**src/rtl/dbg_guard_pkg.sv**
```systemverilog
package dbg_guard_pkg;

    typedef enum logic [1:0] {
        FLT_NONE = 2'd0,
        FLT_UD   = 2'd1,
        FLT_DB   = 2'd2,
        FLT_GP   = 2'd3
    } fault_e;

    typedef enum logic {
        ST_IDLE = 1'b0,
        ST_RESP = 1'b1
    } gstate_e;

    typedef enum logic [1:0] {
        SL_BP   = 2'd0,
        SL_STAT = 2'd1,
        SL_CTRL = 2'd2,
        SL_NONE = 2'd3
    } slot_e;

    localparam int          GD_BIT       = 13;   // control: general-detect enable
    localparam int          BD_BIT       = 13;   // status: general-detect hit
    localparam logic [31:0] STAT_RST     = 32'hFFFF_0FF0;
    localparam logic [31:0] CTRL_RST     = 32'h0000_0400;
    localparam int          RW_BASE      = 16;
    localparam int          RW_STRIDE    = 4;
    localparam logic [1:0]  RW_RESERVED  = 2'b10;

endpackage

```
**src/rtl/dbg_fault_arbiter.sv**
```systemverilog
module dbg_fault_arbiter
    import dbg_guard_pkg::*;
#(
    parameter int IDX_W  = 4,
    parameter int NUM_BP = 4,
    parameter int BP_W   = (NUM_BP > 1) ? $clog2(NUM_BP) : 1
) (
    input  logic [IDX_W-1:0] idx,
    input  logic [1:0]       cpl,
    input  logic             real_mode,
    input  logic             long_mode,
    input  logic             dext,
    input  logic             gd,
    output fault_e           fault,
    output slot_e            slot,
    output logic [BP_W-1:0]  bp_sel
);
    localparam int ALIAS_LO = NUM_BP;
    localparam int ALIAS_HI = NUM_BP + 1;
    localparam int STAT_IDX = NUM_BP + 2;
    localparam int CTRL_IDX = NUM_BP + 3;

    logic is_alias;
    logic in_range;
    logic priv_bad;

    always_comb begin
        is_alias = (idx == IDX_W'(ALIAS_LO)) || (idx == IDX_W'(ALIAS_HI));
        in_range = (idx <= IDX_W'(CTRL_IDX));
        priv_bad = (cpl != 2'd0) && (long_mode || !real_mode);
    end

    // fixed priority: alias #UD, general detect, privilege, range
    always_comb begin
        if (dext && is_alias)  fault = FLT_UD;
        else if (gd)           fault = FLT_DB;
        else if (priv_bad)     fault = FLT_GP;
        else if (!in_range)    fault = FLT_UD;
        else                   fault = FLT_NONE;
    end

    always_comb begin
        bp_sel = idx[BP_W-1:0];
        if (idx < IDX_W'(NUM_BP))
            slot = SL_BP;
        else if (idx == IDX_W'(STAT_IDX) || idx == IDX_W'(ALIAS_LO))
            slot = SL_STAT;
        else if (idx == IDX_W'(CTRL_IDX) || idx == IDX_W'(ALIAS_HI))
            slot = SL_CTRL;
        else
            slot = SL_NONE;
    end

endmodule

```
**src/rtl/dbg_rw_scan.sv**
```systemverilog
module dbg_rw_scan
    import dbg_guard_pkg::*;
#(
    parameter int DATA_W     = 32,
    parameter int NUM_FIELDS = 4
) (
    input  logic [DATA_W-1:0] wdata,
    output logic              hit
);
    logic [NUM_FIELDS-1:0] field_hit;
    logic                  unused_bits;

    genvar g;
    generate
        for (g = 0; g < NUM_FIELDS; g++) begin : g_field
            assign field_hit[g] = (wdata[RW_BASE + RW_STRIDE*g +: 2] == RW_RESERVED);
        end
    endgenerate

    assign hit         = |field_hit;
    assign unused_bits = ^wdata;

endmodule

```
**src/rtl/dbg_reg_bank.sv**
```systemverilog
module dbg_reg_bank
    import dbg_guard_pkg::*;
#(
    parameter int DATA_W = 32,
    parameter int NUM_BP = 4,
    parameter int BP_W   = (NUM_BP > 1) ? $clog2(NUM_BP) : 1
) (
    input  logic              clk,
    input  logic              rst_n,
    input  logic              wr_en,
    input  slot_e             slot,
    input  logic [BP_W-1:0]   bp_sel,
    input  logic [DATA_W-1:0] wdata,
    input  logic              gd_set,
    input  logic              entry_clr,
    output logic [DATA_W-1:0] rdata,
    output logic [DATA_W-1:0] dr6,
    output logic [DATA_W-1:0] dr7
);
    logic [DATA_W-1:0] bp_q [NUM_BP];

    always_ff @(posedge clk) begin
        if (!rst_n) begin
            for (int i = 0; i < NUM_BP; i++) bp_q[i] <= '0;
        end else begin
            for (int i = 0; i < NUM_BP; i++)
                if (wr_en && slot == SL_BP && bp_sel == BP_W'(i))
                    bp_q[i] <= wdata;
        end
    end

    always_ff @(posedge clk) begin
        if (!rst_n) begin
            dr6 <= DATA_W'(STAT_RST);
        end else if (wr_en && slot == SL_STAT) begin
            dr6 <= wdata;
        end else if (gd_set) begin
            dr6[BD_BIT] <= 1'b1;
        end
    end

    always_ff @(posedge clk) begin
        if (!rst_n) begin
            dr7 <= DATA_W'(CTRL_RST);
        end else begin
            if (wr_en && slot == SL_CTRL) dr7 <= wdata;
            if (entry_clr)                dr7[GD_BIT] <= 1'b0;  // entry wins
        end
    end

    always_comb begin
        unique case (slot)
            SL_BP:   rdata = bp_q[bp_sel];
            SL_STAT: rdata = dr6;
            SL_CTRL: rdata = dr7;
            default: rdata = '0;
        endcase
    end

    // handler entry leaves general detect clear
    p_entry_clear_r9: assert property (@(posedge clk) disable iff (!rst_n)
        entry_clr |=> !dr7[GD_BIT]);

    // a general-detect fault leaves the status bit set
    p_status_set_r4: assert property (@(posedge clk) disable iff (!rst_n)
        gd_set |=> dr6[BD_BIT]);

endmodule

```
**src/rtl/dbg_access_guard.sv**
```systemverilog
module dbg_access_guard
    import dbg_guard_pkg::*;
#(
    parameter int DATA_W = 32,
    parameter int IDX_W  = 4,
    parameter int NUM_BP = 4
) (
    input  logic              clk,
    input  logic              rst_n,
    input  logic              req_valid,
    input  logic              req_write,
    input  logic [IDX_W-1:0]  req_idx,
    input  logic [DATA_W-1:0] req_wdata,
    input  logic [1:0]        req_cpl,
    input  logic              req_real,
    input  logic              req_long,
    input  logic              req_dext,
    input  logic              dbg_entry,
    output logic              rsp_valid,
    output logic [1:0]        rsp_fault,
    output logic [DATA_W-1:0] rsp_rdata,
    output logic              rsp_rsvd_io,
    output logic [DATA_W-1:0] dr6_q,
    output logic [DATA_W-1:0] dr7_q
);
    localparam int BP_W = (NUM_BP > 1) ? $clog2(NUM_BP) : 1;

    gstate_e           state_q, state_d;
    fault_e            fault;
    slot_e             slot;
    logic [BP_W-1:0]   bp_sel;
    logic [DATA_W-1:0] bank_rdata;
    logic              rsvd_hit;
    logic              wr_ok;
    logic              gd_fire;

    dbg_fault_arbiter #(.IDX_W(IDX_W), .NUM_BP(NUM_BP), .BP_W(BP_W)) u_arb (
        .idx       (req_idx),
        .cpl       (req_cpl),
        .real_mode (req_real),
        .long_mode (req_long),
        .dext      (req_dext),
        .gd        (dr7_q[GD_BIT]),
        .fault     (fault),
        .slot      (slot),
        .bp_sel    (bp_sel)
    );

    dbg_rw_scan #(.DATA_W(DATA_W), .NUM_FIELDS(NUM_BP)) u_scan (
        .wdata (req_wdata),
        .hit   (rsvd_hit)
    );

    assign wr_ok   = req_valid && req_write && (fault == FLT_NONE);
    assign gd_fire = req_valid && (fault == FLT_DB);

    dbg_reg_bank #(.DATA_W(DATA_W), .NUM_BP(NUM_BP), .BP_W(BP_W)) u_bank (
        .clk       (clk),
        .rst_n     (rst_n),
        .wr_en     (wr_ok),
        .slot      (slot),
        .bp_sel    (bp_sel),
        .wdata     (req_wdata),
        .gd_set    (gd_fire),
        .entry_clr (dbg_entry),
        .rdata     (bank_rdata),
        .dr6       (dr6_q),
        .dr7       (dr7_q)
    );

    // state register
    always_ff @(posedge clk) begin
        if (!rst_n) state_q <= ST_IDLE;
        else        state_q <= state_d;
    end

    always_comb begin
        unique case (state_q)
            ST_IDLE: state_d = req_valid ? ST_RESP : ST_IDLE;
            ST_RESP: state_d = req_valid ? ST_RESP : ST_IDLE;
            default: state_d = ST_IDLE;
        endcase
    end

    // registered response fields
    always_ff @(posedge clk) begin
        if (!rst_n) begin
            rsp_fault   <= FLT_NONE;
            rsp_rdata   <= '0;
            rsp_rsvd_io <= 1'b0;
        end else if (req_valid) begin
            rsp_fault   <= fault;
            rsp_rdata   <= (fault == FLT_NONE && !req_write) ? bank_rdata : '0;
            rsp_rsvd_io <= wr_ok && (slot == SL_CTRL) && rsvd_hit;
        end
    end

    assign rsp_valid = (state_q == ST_RESP);

    // one response per request, one cycle later
    p_rsp_follows_r2: assert property (@(posedge clk) disable iff (!rst_n)
        req_valid |=> rsp_valid);
    p_rsp_quiet_r2: assert property (@(posedge clk) disable iff (!rst_n)
        !req_valid |=> !rsp_valid);

    // alias #UD outranks everything
    p_alias_ud_r3: assert property (@(posedge clk) disable iff (!rst_n)
        (req_valid && req_dext && req_idx[IDX_W-1:1] == (IDX_W-1)'(NUM_BP/2))
        |=> rsp_fault == FLT_UD);

    // privilege fault when general detect is off and no alias #UD
    p_priv_gp_r5: assert property (@(posedge clk) disable iff (!rst_n)
        (req_valid && !dr7_q[GD_BIT] && !req_dext && req_cpl != 2'd0 && !req_real)
        |=> rsp_fault == FLT_GP);

    // a faulting access leaves control untouched and returns zero
    p_fault_hold_r7: assert property (@(posedge clk) disable iff (!rst_n)
        (req_valid && fault != FLT_NONE && !dbg_entry) |=> $stable(dr7_q));
    p_fault_zero_r7: assert property (@(posedge clk) disable iff (!rst_n)
        (rsp_valid && rsp_fault != FLT_NONE) |-> rsp_rdata == '0);

endmodule

```
**config.mk**
```make
export PLATFORM = sky130hd
export DESIGN_NAME = dbg_access_guard
export DESIGN_NICKNAME = d
export VERILOG_FILES = /design/src/rtl/dbg_guard_pkg.sv /design/src/rtl/dbg_fault_arbiter.sv /design/src/rtl/dbg_rw_scan.sv /design/src/rtl/dbg_reg_bank.sv /design/src/rtl/dbg_access_guard.sv
export SDC_FILE = /design/constraint.sdc
export NUM_CORES = 1
export LEC_CHECK = 0
export CELL_PAD_IN_SITES_DETAIL_PLACEMENT = 1
export CELL_PAD_IN_SITES_GLOBAL_PLACEMENT = 2
export CORE_MARGIN = 4
export CORE_UTILIZATION = 25
export DETAILED_ROUTE_END_ITERATION = 16
export PLACE_DENSITY = 0.55
export SLEW_MARGIN = 20
export SYNTH_ARGS = -nofsm -noshare
export SYNTH_HDL_FRONTEND = slang
export SYNTH_SLANG_ARGS = --single-unit
export TNS_END_PERCENT = 100
```
**constraint.sdc**
```tcl
create_clock -name clk -period 4.91 [get_ports clk]
set_input_delay 0.7365 -clock clk [delete_from_list [all_inputs] [get_ports clk]]
set_output_delay 0.7365 -clock clk [all_outputs]
set_load 0.02 [all_outputs]
```
==> run_results.csv <==
group,metric,value,unit
power_and_ir_drop,proportion_of_total_power_due_to_net_switching,23.49,%
power_and_ir_drop,total_switching_power,1.058,mW
power_and_ir_drop,p_seq_share,46.7,%
power_and_ir_drop,worst_ir_drop_vdd,0.1800,mV
outcome,status,"complete, no violations",
job,maxCapViolCount,0,
floorplan,initial_utilization,25.35,%
routing,route.met2.wl,16.09,mm
timing,grt_setup_unrepaired,"no",
routing,detail-route-antenna-nets,0,
layout,final_util,32.38,%
clocking,cts-root-buf,"clkbuf_16",
yosys,area_of_the_mapped_netlist,10120,um^2
global_route,grt_pass1_wl,51.03,mm
layout,finish.instance_area,12930,um^2
placed_design,gpl.final_weighted_congestion,0.6887,
clocking,clockBufferDepth,3,
power_and_ir_drop,power.share.combinational,7.9,%
clocking,cts.reportedPaths.clkPinSlew,0.05,ns
timing,max_freq,0.3462,GHz
timing,worst_slew_margin_rel,29.83,%
timing,final-setup-viol-count,0,
placed_design,preCtsSetupSlack,1.404,ns
yosys,post_synth_fa_ha_maj_area_fraction,0,%
setup_path,crit_fanout,15,
clocking,cts_sinks,228,
timing,max_slew.worst_pin.slew,1.053,ns
routing,detail_route.wl_per_cell,22.42,um
global_route,grt_antenna_before_repair,0,
yosys,ys_warn_count,0,
power_and_ir_drop,power.density_cell_area,348.4,nW/um^2
routing,drt_iter0_drc,346,
routing,post_detailed_route_drc_marker_count,0,
worst_hold_path,worst_hold_startpoint,"u_bank.dr7[25]",
yosys,syn-mean-instance-area,12.32,um^2
global_route,globalRouteOverflowTotal,0,
floorplan,area_of_the_die,43760,um^2
routing,via_count,6969,
yosys,syn-instance-count,821,
routing,routed-wl-met3,1.495,mm
floorplan,dieWidth,209.2,um
power_and_ir_drop,leakagePower,4.509,nW
yosys,simple_gate_portion_of_the_synthesized_area,15.89,%
yosys,synth-compound-area-share,8.495,%
floorplan,chipHeight,209.2,um
layout,layout_common_cells,"141 x clkdlybuf4s50_1, 128 x edfxtp_1, 113 x and2_1",
clocking,cts_hold_repair.buffers,0,
routing,drt_pre_antenna_iters,4,
placed_design,detailed_place_hpwl,20.85,mm
layout,final_common_cell,"clkdlybuf4s50_1",
worst_hold_path,hold_path_class,"register to register",
power_and_ir_drop,power.share.clock,45.4,%
setup_path,worstSetupPathType,"primary input to register",
yosys,ys_async_sr_fraction,0,%
layout,diodes_inserted,0,
routing,drt-total-wl,33.51,mm
routing,vias_per_cell,4.662,
timing,final_min_period_over_clock_period,58.82,%
yosys,post_synth_edffs,128,
global_route,pin_count_of_the_biggest_net_entering_global_routing,66,
yosys,synth_top_family_by_area,"simple AND/OR/NAND/NOR gates",
setup_path,startpoint_type,"primary input",
timing,final-max-slew-violation-count,0,
timing,finalWorstPathRequiredPeriod,2.888,ns
timing,finalHoldViolCount,0,
setup_path,worst-endpoint-required,5.15,ns
setup_path,r2r_start,"u_bank.dr7[13]",
setup_path,cp_arrival,3.13,ns
layout,num-nets-final,993,
clocking,cts.repair_timing.setup_buffer_count,0,
clocking,clkLatencyLatePin,0.55,ns
layout,register_area,5846,um^2
yosys,ys_ff_latch,228,
layout,multi_input_area,3871,um^2
yosys,seq_area_frac_synth,57.77,%
layout,fillers,4276,
clocking,cts_tree,"built",
floorplan,fp.coreArea,39910,um^2
clocking,cts_made_buffers,29,
global_route,first_global_vias,7715,
yosys,ys_dominant_reg_cell,"edfxtp_1",
layout,drive_gt1_share,11.75,%
floorplan,placementRows,73,
setup_path,cp_startpoint,"req_cpl[1]",
placed_design,port_buffers,145,
yosys,post_synth_xor_area_fraction,0,%
routing,top_layer,"met4",
floorplan,ports_placed_on_the_boundary,146,
timing,fin_worst_skew,0.01172,ns
timing,fin_ws,2.022,ns
clocking,cts.htree.levels,1,
routing,wire_length_on_met1,15.53,mm
global_route,grt_use_total,15.09,%
timing,finalSetupTns,0,ns
setup_path,setup.worst_path.end_class,"register",
yosys,post_synth_mux_area_share,13.23,%
yosys,post_synth_num_cell_types,49,
placed_design,placed_cell_area,12010,um^2
yosys,syn_nets,867,
power_and_ir_drop,cell_internal_pwr,3.446,mW
layout,layout_stage_area_growth_over_the_synthesis_result,27.75,%
clocking,cts.repair.resized,0,
power_and_ir_drop,total_power_of_the_final_layout,4.504,mW
-- logic make-up (layout without fill, tap and decap cells) --
kind of cell	after synthesis	in the layout
simple gates	298	298
flops	228	228
compound gates	126	126
mux	95	95
buf+inv	74	223
-- worst max-delay path, cell delays in order --
cell,delay (ns)
clkdlybuf4s50_1,0.41
or2_2,0.39
a21oi_4,0.23
nand2_1,0.27
o21ai_4,0.72
buf_4,0.36
-- area by class of cell --
type                            count  area share (%)
Tap cell                          525           5.082
Clock buffer                       43           6.495
Clock inverter                     11          0.6098
Inverter                            6          0.1742
Timing Repair Buffer              163           12.47
Multi-Input combinational cell    519           29.95
Sequential cell                   228           45.22
-- flip-flops by register name, indices dropped and copies added, names as in the netlist --
register / flops
u_bank.dr6: 32
u_bank.bp_q: 128
rsp_rsvd_io: 1
u_bank.dr7: 32
rsp_rdata: 32
rsp_fault: 2
rsp_valid: 1
-- final timing paths --
kind                                            to  slack [ns]  depth (start not counted)
worst min-delay path                u_bank.dr7[25]        0.48                          2
worst max register to register  u_bank.bp_q[0][17]        2.39                          6
worst max-delay path            u_bank.bp_q[3][14]        2.02                          6
worst min register to register      u_bank.dr7[25]        0.48                          2
-- metal layers --
layer / vias up / global-route usage, %
met5: - / 0
met4: 0 / 2.408
met3: 29 / 2.087
met2: 134 / 25.71
met1: 3555 / 20.91
li1: 3251 / -
-- synthesized netlist by cell type (2+ instances only) --
master | number | area, um^2
o21ai_0 | 7 | 35.03
buf_8 | 4 | 60.06
o21ai_1 | 29 | 145.1
nand2_1 | 63 | 236.5
buf_2 | 12 | 60.06
and2_1 | 113 | 706.9
a21boi_1 | 5 | 37.54
a22o_1 | 31 | 271.5
edfxtp_1 | 128 | 3844
mux4_2 | 31 | 698.2
nand2b_1 | 4 | 25.02
dfxtp_1 | 100 | 2002
nor2_1 | 35 | 131.4
nand3_1 | 47 | 235.2
nor4_1 | 4 | 25.02
a21boi_0 | 3 | 22.52
clkbuf_1 | 28 | 105.1
mux2i_1 | 64 | 640.6
inv_1 | 6 | 22.52
o311ai_1 | 4 | 35.03
a21oi_4 | 2 | 32.53
nor3_1 | 13 | 65.06
nor2b_1 | 6 | 37.54
and3_1 | 2 | 12.51
a21oi_1 | 32 | 160.2
buf_6 | 11 | 123.9
buf_4 | 12 | 90.09
nor2_8 | 3 | 60.06
nand3b_1 | 2 | 15.01
-- power groups by stage --
stage / Sequential [mW] / Combinational (mW) / Clock, mW
after floorplan: 2.15 / 0.189 / 0
after global placement: 2.14 / 0.356 / 0
after detailed placement: 2.14 / 0.363 / 0
after CTS: 2.10 / 0.364 / 2.11
after global routing: 2.11 / 0.387 / 2.20
final: 2.10 / 0.354 / 2.05
-- stage by stage --
| step | instances | hold WS (ns) |
|---|---|---|
| detailed placement | 1441 | 0.4696 |
| floorplan | 821 | 0.5443 |
| global route | 1495 | 0.4907 |
| finish | 1495 | 0.4791 |
| global placement | 1439 | 0.4662 |
| CTS | 1495 | 0.4840 |
Note: power is estimated with default switching activity, not from simulation.
